===== config.mk =====
export PLATFORM = sky130hd
export DESIGN_NAME = trap_dispatch
export DESIGN_NICKNAME = d
export VERILOG_FILES = /design/src/rtl/tvd_pkg.sv /design/src/rtl/tvd_classify.sv /design/src/rtl/tvd_vector.sv /design/src/rtl/trap_dispatch.sv
export SDC_FILE = /design/constraint.sdc
export NUM_CORES = 1
export LEC_CHECK = 0
export BUFFER_PORTS_ARGS = -buffer_cell sky130_fd_sc_hd__buf_4
export CAP_MARGIN = 20
export CORE_AREA = 2 2 92 94
export CTS_BUF_LIST = sky130_fd_sc_hd__clkbuf_16
export DETAILED_ROUTE_END_ITERATION = 10
export DIE_AREA = 0 0 94 96
export PLACE_DENSITY_LB_ADDON = 0.3
export SLEW_MARGIN = 20
export SYNTH_ARGS = -nofsm -noshare
export SYNTH_HDL_FRONTEND = slang
export SYNTH_SLANG_ARGS = --single-unit

===== constraint.sdc =====
create_clock -name clk -period 1.5 [get_ports clk]
set_input_delay 0.15 -clock clk [delete_from_list [all_inputs] [get_ports clk]]
set_output_delay 0.15 -clock clk [all_outputs]
set_load 0.02 [all_outputs]

===== src/rtl/tvd_pkg.sv =====
package tvd_pkg;

    typedef enum logic [1:0] {
        PRV_USER = 2'd0,
        PRV_PRIV = 2'd1,
        PRV_HYP  = 2'd2
    } prv_e;

    typedef enum logic [2:0] {
        DST_RED  = 3'd0,
        DST_HALT = 3'd1,
        DST_WDOG = 3'd2,
        DST_HYP  = 3'd3,
        DST_PRIV = 3'd4
    } dest_e;

    typedef enum logic [1:0] {
        S_IDLE  = 2'd0,
        S_ISSUE = 2'd1,
        S_HALT  = 2'd2
    } fsm_e;

    localparam int TT_RED_ENTRY = 5;
    localparam int TT_WATCHDOG  = 2;
    localparam int VEC_SHIFT    = 5;
    localparam int NEST_BIT_POS = 14;
    localparam int INSN_BYTES   = 4;

endpackage


===== src/rtl/tvd_classify.sv =====
module tvd_classify
    import tvd_pkg::*;
#(
    parameter int TT_W       = 9,
    parameter int TL_W       = 3,
    parameter int MAX_TL     = 6,
    parameter int MAX_PTL    = 2,
    parameter int HYP_TT_CUT = 384
) (
    input  logic            hpriv,
    input  logic            priv,
    input  logic            red,
    input  logic [TL_W-1:0] tl,
    input  logic [TT_W-1:0] tt,
    output dest_e           dest,
    output logic [TT_W-1:0] eff_tt
);

    localparam logic [TL_W-1:0] TL_RED  = TL_W'(MAX_TL - 1);
    localparam logic [TL_W-1:0] TL_TOP  = TL_W'(MAX_TL);
    localparam logic [TL_W-1:0] TL_PMAX = TL_W'(MAX_PTL);
    localparam logic [TT_W-1:0] TT_CUT  = TT_W'(HYP_TT_CUT);

    prv_e cur_lvl;
    prv_e nxt_lvl;

    always_comb begin
        if (hpriv)     cur_lvl = PRV_HYP;
        else if (priv) cur_lvl = PRV_PRIV;
        else           cur_lvl = PRV_USER;
    end

    always_comb begin
        unique case (cur_lvl)
            PRV_HYP: nxt_lvl = PRV_HYP;
            default: nxt_lvl = PRV_PRIV;
        endcase
    end

    always_comb begin
        eff_tt = tt;
        if (red || tl == TL_RED) begin
            dest   = DST_RED;
            eff_tt = TT_W'(TT_RED_ENTRY);
        end else if (tl == TL_TOP) begin
            dest   = DST_HALT;
        end else if (nxt_lvl == PRV_PRIV && tl > TL_PMAX) begin
            dest   = DST_WDOG;
            eff_tt = TT_W'(TT_WATCHDOG);
        end else if (nxt_lvl == PRV_HYP || tt >= TT_CUT) begin
            dest   = DST_HYP;
        end else begin
            dest   = DST_PRIV;
        end
    end

endmodule


===== src/rtl/tvd_vector.sv =====
module tvd_vector
    import tvd_pkg::*;
#(
    parameter int              ADDR_W   = 48,
    parameter int              TT_W     = 9,
    parameter int              TL_W     = 3,
    parameter logic [ADDR_W-1:0] RED_BASE = 48'hFF_F000_0000
) (
    input  dest_e             dest,
    input  logic [TT_W-1:0]   eff_tt,
    input  logic [TL_W-1:0]   tl,
    input  logic [ADDR_W-1:0] tba,
    input  logic [ADDR_W-1:0] htba,
    output logic [ADDR_W-1:0] pc,
    output logic [ADDR_W-1:0] npc
);

    localparam logic [ADDR_W-1:0] LOW14    = ADDR_W'(14'h3FFF);
    localparam logic [ADDR_W-1:0] LOW15    = ADDR_W'(15'h7FFF);
    localparam logic [ADDR_W-1:0] RED_LOW  = ADDR_W'(8'hFF);
    localparam logic [ADDR_W-1:0] NEST_BIT = ADDR_W'(1) << NEST_BIT_POS;

    logic [ADDR_W-1:0] tt_sh;
    logic [ADDR_W-1:0] hyp_pc;
    logic [ADDR_W-1:0] prv_pc;
    logic [ADDR_W-1:0] red_pc;

    assign tt_sh  = ADDR_W'(eff_tt) << VEC_SHIFT;
    assign red_pc = RED_BASE | (tt_sh & RED_LOW);
    assign hyp_pc = (htba & ~LOW14) | (tt_sh & LOW14);
    assign prv_pc = (tba & ~LOW15) | ((tl != '0) ? NEST_BIT : '0) | (tt_sh & LOW14);

    always_comb begin
        unique case (dest)
            DST_RED:           pc = red_pc;
            DST_WDOG, DST_HYP: pc = hyp_pc;
            DST_PRIV:          pc = prv_pc;
            default:           pc = '0;
        endcase
    end

    assign npc = pc + ADDR_W'(INSN_BYTES);

endmodule


===== src/rtl/trap_dispatch.sv =====
module trap_dispatch
    import tvd_pkg::*;
#(
    parameter int                ADDR_W     = 48,
    parameter int                TT_W       = 9,
    parameter int                MAX_TL     = 6,
    parameter int                MAX_PTL    = 2,
    parameter int                HYP_TT_CUT = 384,
    parameter int                TL_W       = $clog2(MAX_TL + 1),
    parameter logic [ADDR_W-1:0] RED_BASE   = 48'hFF_F000_0000
) (
    input  logic              clk,
    input  logic              rst_n,
    input  logic              trap_req,
    input  logic [TT_W-1:0]   trap_tt,
    input  logic              st_hpriv,
    input  logic              st_priv,
    input  logic              st_red,
    input  logic [TL_W-1:0]   cur_tl,
    input  logic [ADDR_W-1:0] tba_in,
    input  logic [ADDR_W-1:0] htba_in,
    output logic              disp_valid,
    output logic [2:0]        disp_dest,
    output logic [TT_W-1:0]   disp_tt,
    output logic [ADDR_W-1:0] disp_pc,
    output logic [ADDR_W-1:0] disp_npc,
    output logic              err_halt
);

    dest_e             cls_dest;
    logic [TT_W-1:0]   cls_tt;
    logic [ADDR_W-1:0] vec_pc;
    logic [ADDR_W-1:0] vec_npc;
    fsm_e              state_q;
    fsm_e              state_d;
    logic              accept;
    logic              load;

    tvd_classify #(
        .TT_W(TT_W), .TL_W(TL_W), .MAX_TL(MAX_TL),
        .MAX_PTL(MAX_PTL), .HYP_TT_CUT(HYP_TT_CUT)
    ) u_cls (
        .hpriv(st_hpriv), .priv(st_priv), .red(st_red),
        .tl(cur_tl), .tt(trap_tt), .dest(cls_dest), .eff_tt(cls_tt)
    );

    tvd_vector #(
        .ADDR_W(ADDR_W), .TT_W(TT_W), .TL_W(TL_W), .RED_BASE(RED_BASE)
    ) u_vec (
        .dest(cls_dest), .eff_tt(cls_tt), .tl(cur_tl),
        .tba(tba_in), .htba(htba_in), .pc(vec_pc), .npc(vec_npc)
    );

    assign accept = trap_req && (state_q != S_HALT);
    assign load   = accept && (cls_dest != DST_HALT);

    always_comb begin
        state_d = state_q;
        unique case (state_q)
            S_IDLE, S_ISSUE: begin
                if (!trap_req)                  state_d = S_IDLE;
                else if (cls_dest == DST_HALT)  state_d = S_HALT;
                else                            state_d = S_ISSUE;
            end
            S_HALT:  state_d = S_HALT;
            default: state_d = S_IDLE;
        endcase
    end

    always_ff @(posedge clk) begin
        if (!rst_n) state_q <= S_IDLE;
        else        state_q <= state_d;
    end

    always_ff @(posedge clk) begin
        if (!rst_n) begin
            disp_dest <= '0;
            disp_tt   <= '0;
            disp_pc   <= '0;
            disp_npc  <= '0;
        end else if (load) begin
            disp_dest <= cls_dest;
            disp_tt   <= cls_tt;
            disp_pc   <= vec_pc;
            disp_npc  <= vec_npc;
        end
    end

    assign disp_valid = (state_q == S_ISSUE);
    assign err_halt   = (state_q == S_HALT);


    latency_chk: assert property (@(posedge clk) disable iff (!rst_n)
        disp_valid |-> $past(trap_req));


    halt_sticky_chk: assert property (@(posedge clk) disable iff (!rst_n)
        err_halt |=> err_halt);


    halt_silent_chk: assert property (@(posedge clk) disable iff (!rst_n)
        err_halt |=> !disp_valid);


    red_type_chk: assert property (@(posedge clk) disable iff (!rst_n)
        (disp_valid && disp_dest == 3'(DST_RED)) |-> disp_tt == TT_W'(TT_RED_ENTRY));


    wdog_type_chk: assert property (@(posedge clk) disable iff (!rst_n)
        (disp_valid && disp_dest == 3'(DST_WDOG)) |-> disp_tt == TT_W'(TT_WATCHDOG));


    npc_step_chk: assert property (@(posedge clk) disable iff (!rst_n)
        disp_valid |-> disp_npc == disp_pc + ADDR_W'(INSN_BYTES));


    red_first_chk: assert property (@(posedge clk) disable iff (!rst_n)
        (disp_valid && $past(st_red)) |-> disp_dest == 3'(DST_RED));

endmodule


==> results of run 1 <==
[power groups by stage]
stage | clock [mW] | sequential (mW) | combinational (mW)
2_1_floorplan | 0 | 1.81 | 0.438
3_3_place_gp | 0 | 1.72 | 0.910
4_1_cts | 1.98 | 1.69 | 0.926
3_5_place_dp | 0 | 1.72 | 0.920
6_report | 1.94 | 1.69 | 0.924
5_1_grt | 2.04 | 1.70 | 0.993
[through the flow]
| stage | hold slack (ps) | power [mW] | cell area [um2] |
|---|---|---|---|
| 2_1_floorplan | 276 | 2.24 | 2790 |
| 3_3_place_gp | 375 | 2.63 | 4020 |
| 3_5_place_dp | 380 | 2.64 | 4020 |
| 4_1_cts | 46.4 | 4.59 | 4320 |
| 5_1_grt | 51.7 | 4.74 | 4340 |
| 6_report | 54.2 | 4.55 | 4340 |
[area by class of cell]
type,instances,area [um2]
Sequential cell,58,1160
Multi-Input combinational cell,148,1140
Inverter,4,15.0
Clock inverter,7,61.3
Timing Repair Buffer,205,1600
Clock buffer,9,225
Tap cell,105,131
Fill cell,726,3710
[state kept, by name (all words and copies together) (netlist names)]
register	count
state_q	2
disp_tt	9
disp_pc	42
disp_dest	3
disp_npc	2
[repair_timing]
action / in CTS / in global routing
pin swaps: 2 / 1
resized for setup: 3 / 2
setup buffers: 0 / 1
endpoints found under the setup margin: 41 / 27
gates cloned: 0 / 1
[final timing paths]
path                             startpoint                        end  cells past startpoint
hold reg to reg   disp_dest[1]$_SDFFE_PN0P_  disp_dest[1]$_SDFFE_PN0P_                      2
hold / removal                   trap_tt[4]    disp_pc[9]$_SDFFE_PN0P_                      2
setup / recovery      state_q[1]$_SDFF_PN0_    disp_tt[4]$_SDFFE_PN0P_                      6
setup reg to reg      state_q[1]$_SDFF_PN0_    disp_tt[4]$_SDFFE_PN0P_                      6
[worst max-delay path: stages, from the launching register on]
cell and delay [ps]:
dfxtp_2 310, nor2b_4 130, buf_4 150, a2111o_1 350, nor3_4 210, buf_12 150
a22o_1 130
[cell families (layout without fill, tap and decap cells)]
kind of cell / Yosys count / in the layout / synth area share
other: 1 / 9 / 0.00136
buffers and inverters: 71 / 225 / 0.182
AO/OA/AOI/OAI: 79 / 79 / 0.214
AND/OR/NAND/NOR: 26 / 26 / 0.0573
XOR/XNOR: 1 / 1 / 0.00319
flip-flops: 58 / 58 / 0.422
multiplexers: 33 / 33 / 0.120
[metal layers]
metal / global-route usage / up-vias / share of wire
li1: - / 1217 / -
met1: 0.183 / 1128 / 0.40
met2: 0.261 / 125 / 0.49
met3: 0.0517 / 8 / 0.096
met4: 0.0543 / 0 / 0.011
met5: 0 / - / 0
[cell usage in the layout (no fill, tap or decap), types with 2 or more instances in the layout]
master,instances
nand2b_1,3
buf_12,5
nor2_1,10
nor3_4,2
clkinv_1,2
mux2i_1,33
o2bb2ai_1,23
buf_4,198
clkbuf_16,9
conb_1,9
dfxtp_1,57
clkinvlp_4,2
a21oi_1,20
a22o_2,10
inv_1,5
a22o_1,2
o21ai_0,16
==> results.toml, run 1 <==
[global_routing]
grt_overflow = 0
track_usage = 0.154
grt_first_pass_wirelength_um = 10900
grt_pass1_vias = 2244
grt_max_degree = 26
antenna_found_initial = 0

[cts]
htree_num_levels = 3
clk_pin_slew_ps = 50
clk_latency_ps = 320
numCtsBuffers = 9
cts_hold_buffers = 0
cts_tree = "yes"
cts_buffer_depth = 2
clockRootBuffer = "clkbuf_16"
cts_sinks = 58

[job]
drv_cap = 0

[floorplanning]
coreArea_um2 = 8050
num_rows = 33
die_area_um2 = 9020
die_w_um = 94
die_y_um = 96
start_util = 0.342
ioPinCount = 224

[layout]
diodes = 0
fin_cells = 536
synthToLayoutAreaGrowth_pct = 57.8
drive_gt1_frac = 0.552
layout.nets = 540
finish.utilization = 0.539

[yosys]
yosys_register_bits = 58
postSynthCellCount = 269
synthTopCellsByCount = "dfxtp_1 (58), buf_4 (54), mux2i_1 (33)"
synth.most_common_cell = "dfxtp_1"
mappedNetlistArea_um2 = 2750
yosysWarningCount = 0
seq_area_frac_synth = 0.422
synth_area_leader_cell = "dfxtp_1"
synth_area_leaders = "dfxtp_1 (42%), buf_4 (15%), mux2i_1 (12%)"
ys_types = 35
synth_edf_count = 0
synth_top_area_share = 0.422
async_flop_share = 0
synthFlopType = "dfxtp_1"
syn_area_per_cell_um2 = 10.2

[placement]
hpwlAfterDp_um = 5770
gp_congestion = 0.760
port_buffers = 184
dp_cells = 518
dp_worst_setup_slack_ps = -394

[detailed_routing]
wl_per_cell_um = 14.1
via_per_inst = 4.62
drt-initial-drc-count = 39
drc_errors = 0
drt_pre_antenna_iters = 4
num_vias = 2478
wl_um = 7580
detail-route-antenna-nets = 0

[worst_hold_path]
hold_class = "primary input to flip-flop"

[sta]
finalHoldViolCount = 0
setup-tns-final_ps = 0
worst_pin_slew_ps = 633
final-setup-viol-count = 0
setup_slack_ps = 2.50
max_clock_freq_ghz = 0.668
fin_skew_ps = 8.70
fin_crit_ps = 1500
finalCritPeriodShare = 0.998
slew_viol_final = 0
maxSlewHeadroom = 0.577
rsz0062_at_grt = "yes"

[pwr]
p_leak_nw = 2.25
p_per_area_nw_per_um2 = 1050
switchingPower_mw = 1.20
power_frac_comb = 0.203
p_int_mw = 3.35
swShare = 0.264
p_clk_frac = 0.425
seq_power_share = 0.372
vdd_drop_max_uv = 695

[critical_path]
critical_path_class = "flip-flop to flip-flop"
crit_path_end_kind = "flip-flop"
cp_data_required_time_ps = 1760
cp_data_arrival_time_ps = 1760
r2r_setup_slack_ps = 2
cp-start-kind = "flip-flop"
cp_max_fo = 12

[status]
run_status = "finished clean"
Power figures use the tool's default switching activity.
==> run 2, diff against run 1 <==
--- a/config.mk
+++ b/config.mk
@@ -7,10 +7,12 @@
 export LEC_CHECK = 0
 export BUFFER_PORTS_ARGS = -buffer_cell sky130_fd_sc_hd__buf_4
 export CAP_MARGIN = 20
-export CORE_AREA = 2 2 92 94
+export CELL_PAD_IN_SITES_DETAIL_PLACEMENT = 1
+export CELL_PAD_IN_SITES_GLOBAL_PLACEMENT = 1
+export CORE_AREA = 2 2 111 113
 export CTS_BUF_LIST = sky130_fd_sc_hd__clkbuf_16
 export DETAILED_ROUTE_END_ITERATION = 10
-export DIE_AREA = 0 0 94 96
+export DIE_AREA = 0 0 113 115
 export PLACE_DENSITY_LB_ADDON = 0.3
 export SLEW_MARGIN = 20
 export SYNTH_ARGS = -nofsm -noshare
==> run 2 against run 1 <==
Net effect: clock skew decreased by 2.5 ps; count of clock-buffer cells in the layout unchanged; design area decreased by 0.49%; setup slack improved by 71 ps; critical path depth decreased by 1; the run now ends with DRC left; total power decreased by 4.5%; final cell count increased by 7.3%; via count increased by 2.5%; combinational power about the same; hold slack improved by 3.3 ps.
==> results.toml, run 2 (same netlist as run 1, synthesis figures left out) <==
[status]
run_status = "complete, but fails checks"
violations = "DRC"

[cts]
cts_buffer_depth = 2
clk_latency_ps = 320
clockRootBuffer = "clkbuf_16"
cts_sinks = 58
htree_num_levels = 3
cts_hold_buffers = 0
numCtsBuffers = 9
cts_tree = "yes"
clk_pin_slew_ps = 50

[floorplanning]
die_y_um = 115
start_util = 0.233
die_w_um = 113
num_rows = 40
die_area_um2 = 13000
ioPinCount = 224
coreArea_um2 = 11800

[placement]
hpwlAfterDp_um = 6800
gp_congestion = 0.723
port_buffers = 184
dp_cells = 560

[layout]
diodes = 0
fin_cells = 575
seqCellArea_um2 = 1160
synthToLayoutAreaGrowth_pct = 57.0
final_common_cell = "buf_4"
multi_input_area_um2 = 1130
final_cell_mix = "buf_4 (199), dfxtp_1 (58), mux2i_1 (33), o2bb2ai_1 (23), a21oi_1 (21)"
drive_gt1_frac = 0.544
fillCellCount = 1356
layout.nets = 538
largest-register = "disp_pc"
largest_reg_flops = 42
largest_registers = "disp_pc x42, disp_tt x9, disp_dest x3"

[detailed_routing]
drc_errors = 17
num_vias = 2540
detail-route-antenna-nets = 0
drt_pre_antenna_iters = 9
wl_um = 8810
via_per_inst = 4.42
drt-initial-drc-count = 152
wl_per_cell_um = 15.3

[worst_hold_path]
hold_class = "primary input to flip-flop"

[global_routing]
grt_pass1_vias = 2569
grt_first_pass_wirelength_um = 13300
antenna_found_initial = 0
grt_max_degree = 32
track_usage = 0.130
grt_overflow = 0

[critical_path]
cpPeakStageDelay_ps = 440
crit_buf_inv = 1
cp_max_fo = 12
cp_data_required_time_ps = 1760
crit_path_cell_trace = "nor2b_4, a2111o_1, nor3_4, buf_12, a22o_2"
crit_family = "compound AO/OA/AOI/OAI gates"
cp-start-kind = "flip-flop"
crit_path_end_kind = "flip-flop"
cp_data_arrival_time_ps = 1680
worst_path_max_delay_cell = "a2111o_1"
critical_path_class = "flip-flop to flip-flop"

[pwr]
power_mw = 4.35
p_per_area_nw_per_um2 = 1010
p_leak_nw = 2.22
vdd_drop_max_uv = 396

[sta]
final-setup-viol-count = 0
slew_viol_final = 0
rsz0062_at_grt = "no"
max_clock_freq_ghz = 0.701
fin_crit_ps = 1430
fin_skew_ps = 6.21
finalCritPeriodShare = 0.951
finalHoldViolCount = 0

[job]
drv_cap = 0
run 2: timing repair:
item	in CTS	in global routing
buffers inserted	0	0
gates resized for setup	0	1
hold endpoints to repair	0	0
endpoints found under the setup margin	0	13
run 2: through the flow:
| step | setup slack (ps) | utilization | hold WS [ps] | TNS (ps) | instance area [um2] |
|---|---|---|---|---|---|
| 2_1_floorplan | 53.6 | - | 276 | 0 | 2790 |
| 4_1_cts | 18.6 | 0.365 | 48.3 | 0 | 4310 |
| 6_report | 74.0 | 0.366 | 57.5 | 0 | 4320 |
| 3_3_place_gp | -18.4 | 0.344 | 376 | -202 | 4060 |
| 5_1_grt | 0.796 | 0.366 | 47.2 | 0 | 4320 |
| 3_5_place_dp | -58.3 | 0.344 | 380 | -607 | 4060 |
run 2: area by class of cell:
cell class,instances,area share
clock buffers,9,0.0522
repair buffers,203,0.365
multi-input cells,148,0.262
inverters,4,0.00348
flip-flops and latches,58,0.269
well taps,147,0.0426
clock inverters,6,0.00609
run 2: path summary, 6_finish.rpt:
kind                                start                      end  slack [ps]  cells past startpoint
hold / removal                 trap_tt[3]  disp_tt[3]$_SDFFE_PN0P_          60                      2
hold reg to reg   disp_tt[1]$_SDFFE_PN0P_  disp_tt[1]$_SDFFE_PN0P_         460                      1
setup reg to reg    state_q[1]$_SDFF_PN0_  disp_tt[7]$_SDFFE_PN0P_          70                      5
setup / recovery    state_q[1]$_SDFF_PN0_  disp_tt[7]$_SDFFE_PN0P_          70                      5
run 2: layer usage:
metal | vias to the layer above | global-route usage | share of wire
li1 | 1219 | - | -
met1 | 1200 | 0.151 | 0.41
met2 | 115 | 0.230 | 0.50
met3 | 6 | 0.0427 | 0.084
met4 | 0 | 0.0390 | 0.0087
met5 | - | 0 | 0
run 2: power breakdown:
| group | leakage, nW | internal, mW | switching, mW | total [mW] |
|---|---|---|---|---|
| Combinational | 1.62 | 0.455 | 0.467 | 0.923 |
| Clock | 0.131 | 1.08 | 0.654 | 1.73 |
| Sequential | 0.476 | 1.63 | 0.0631 | 1.69 |
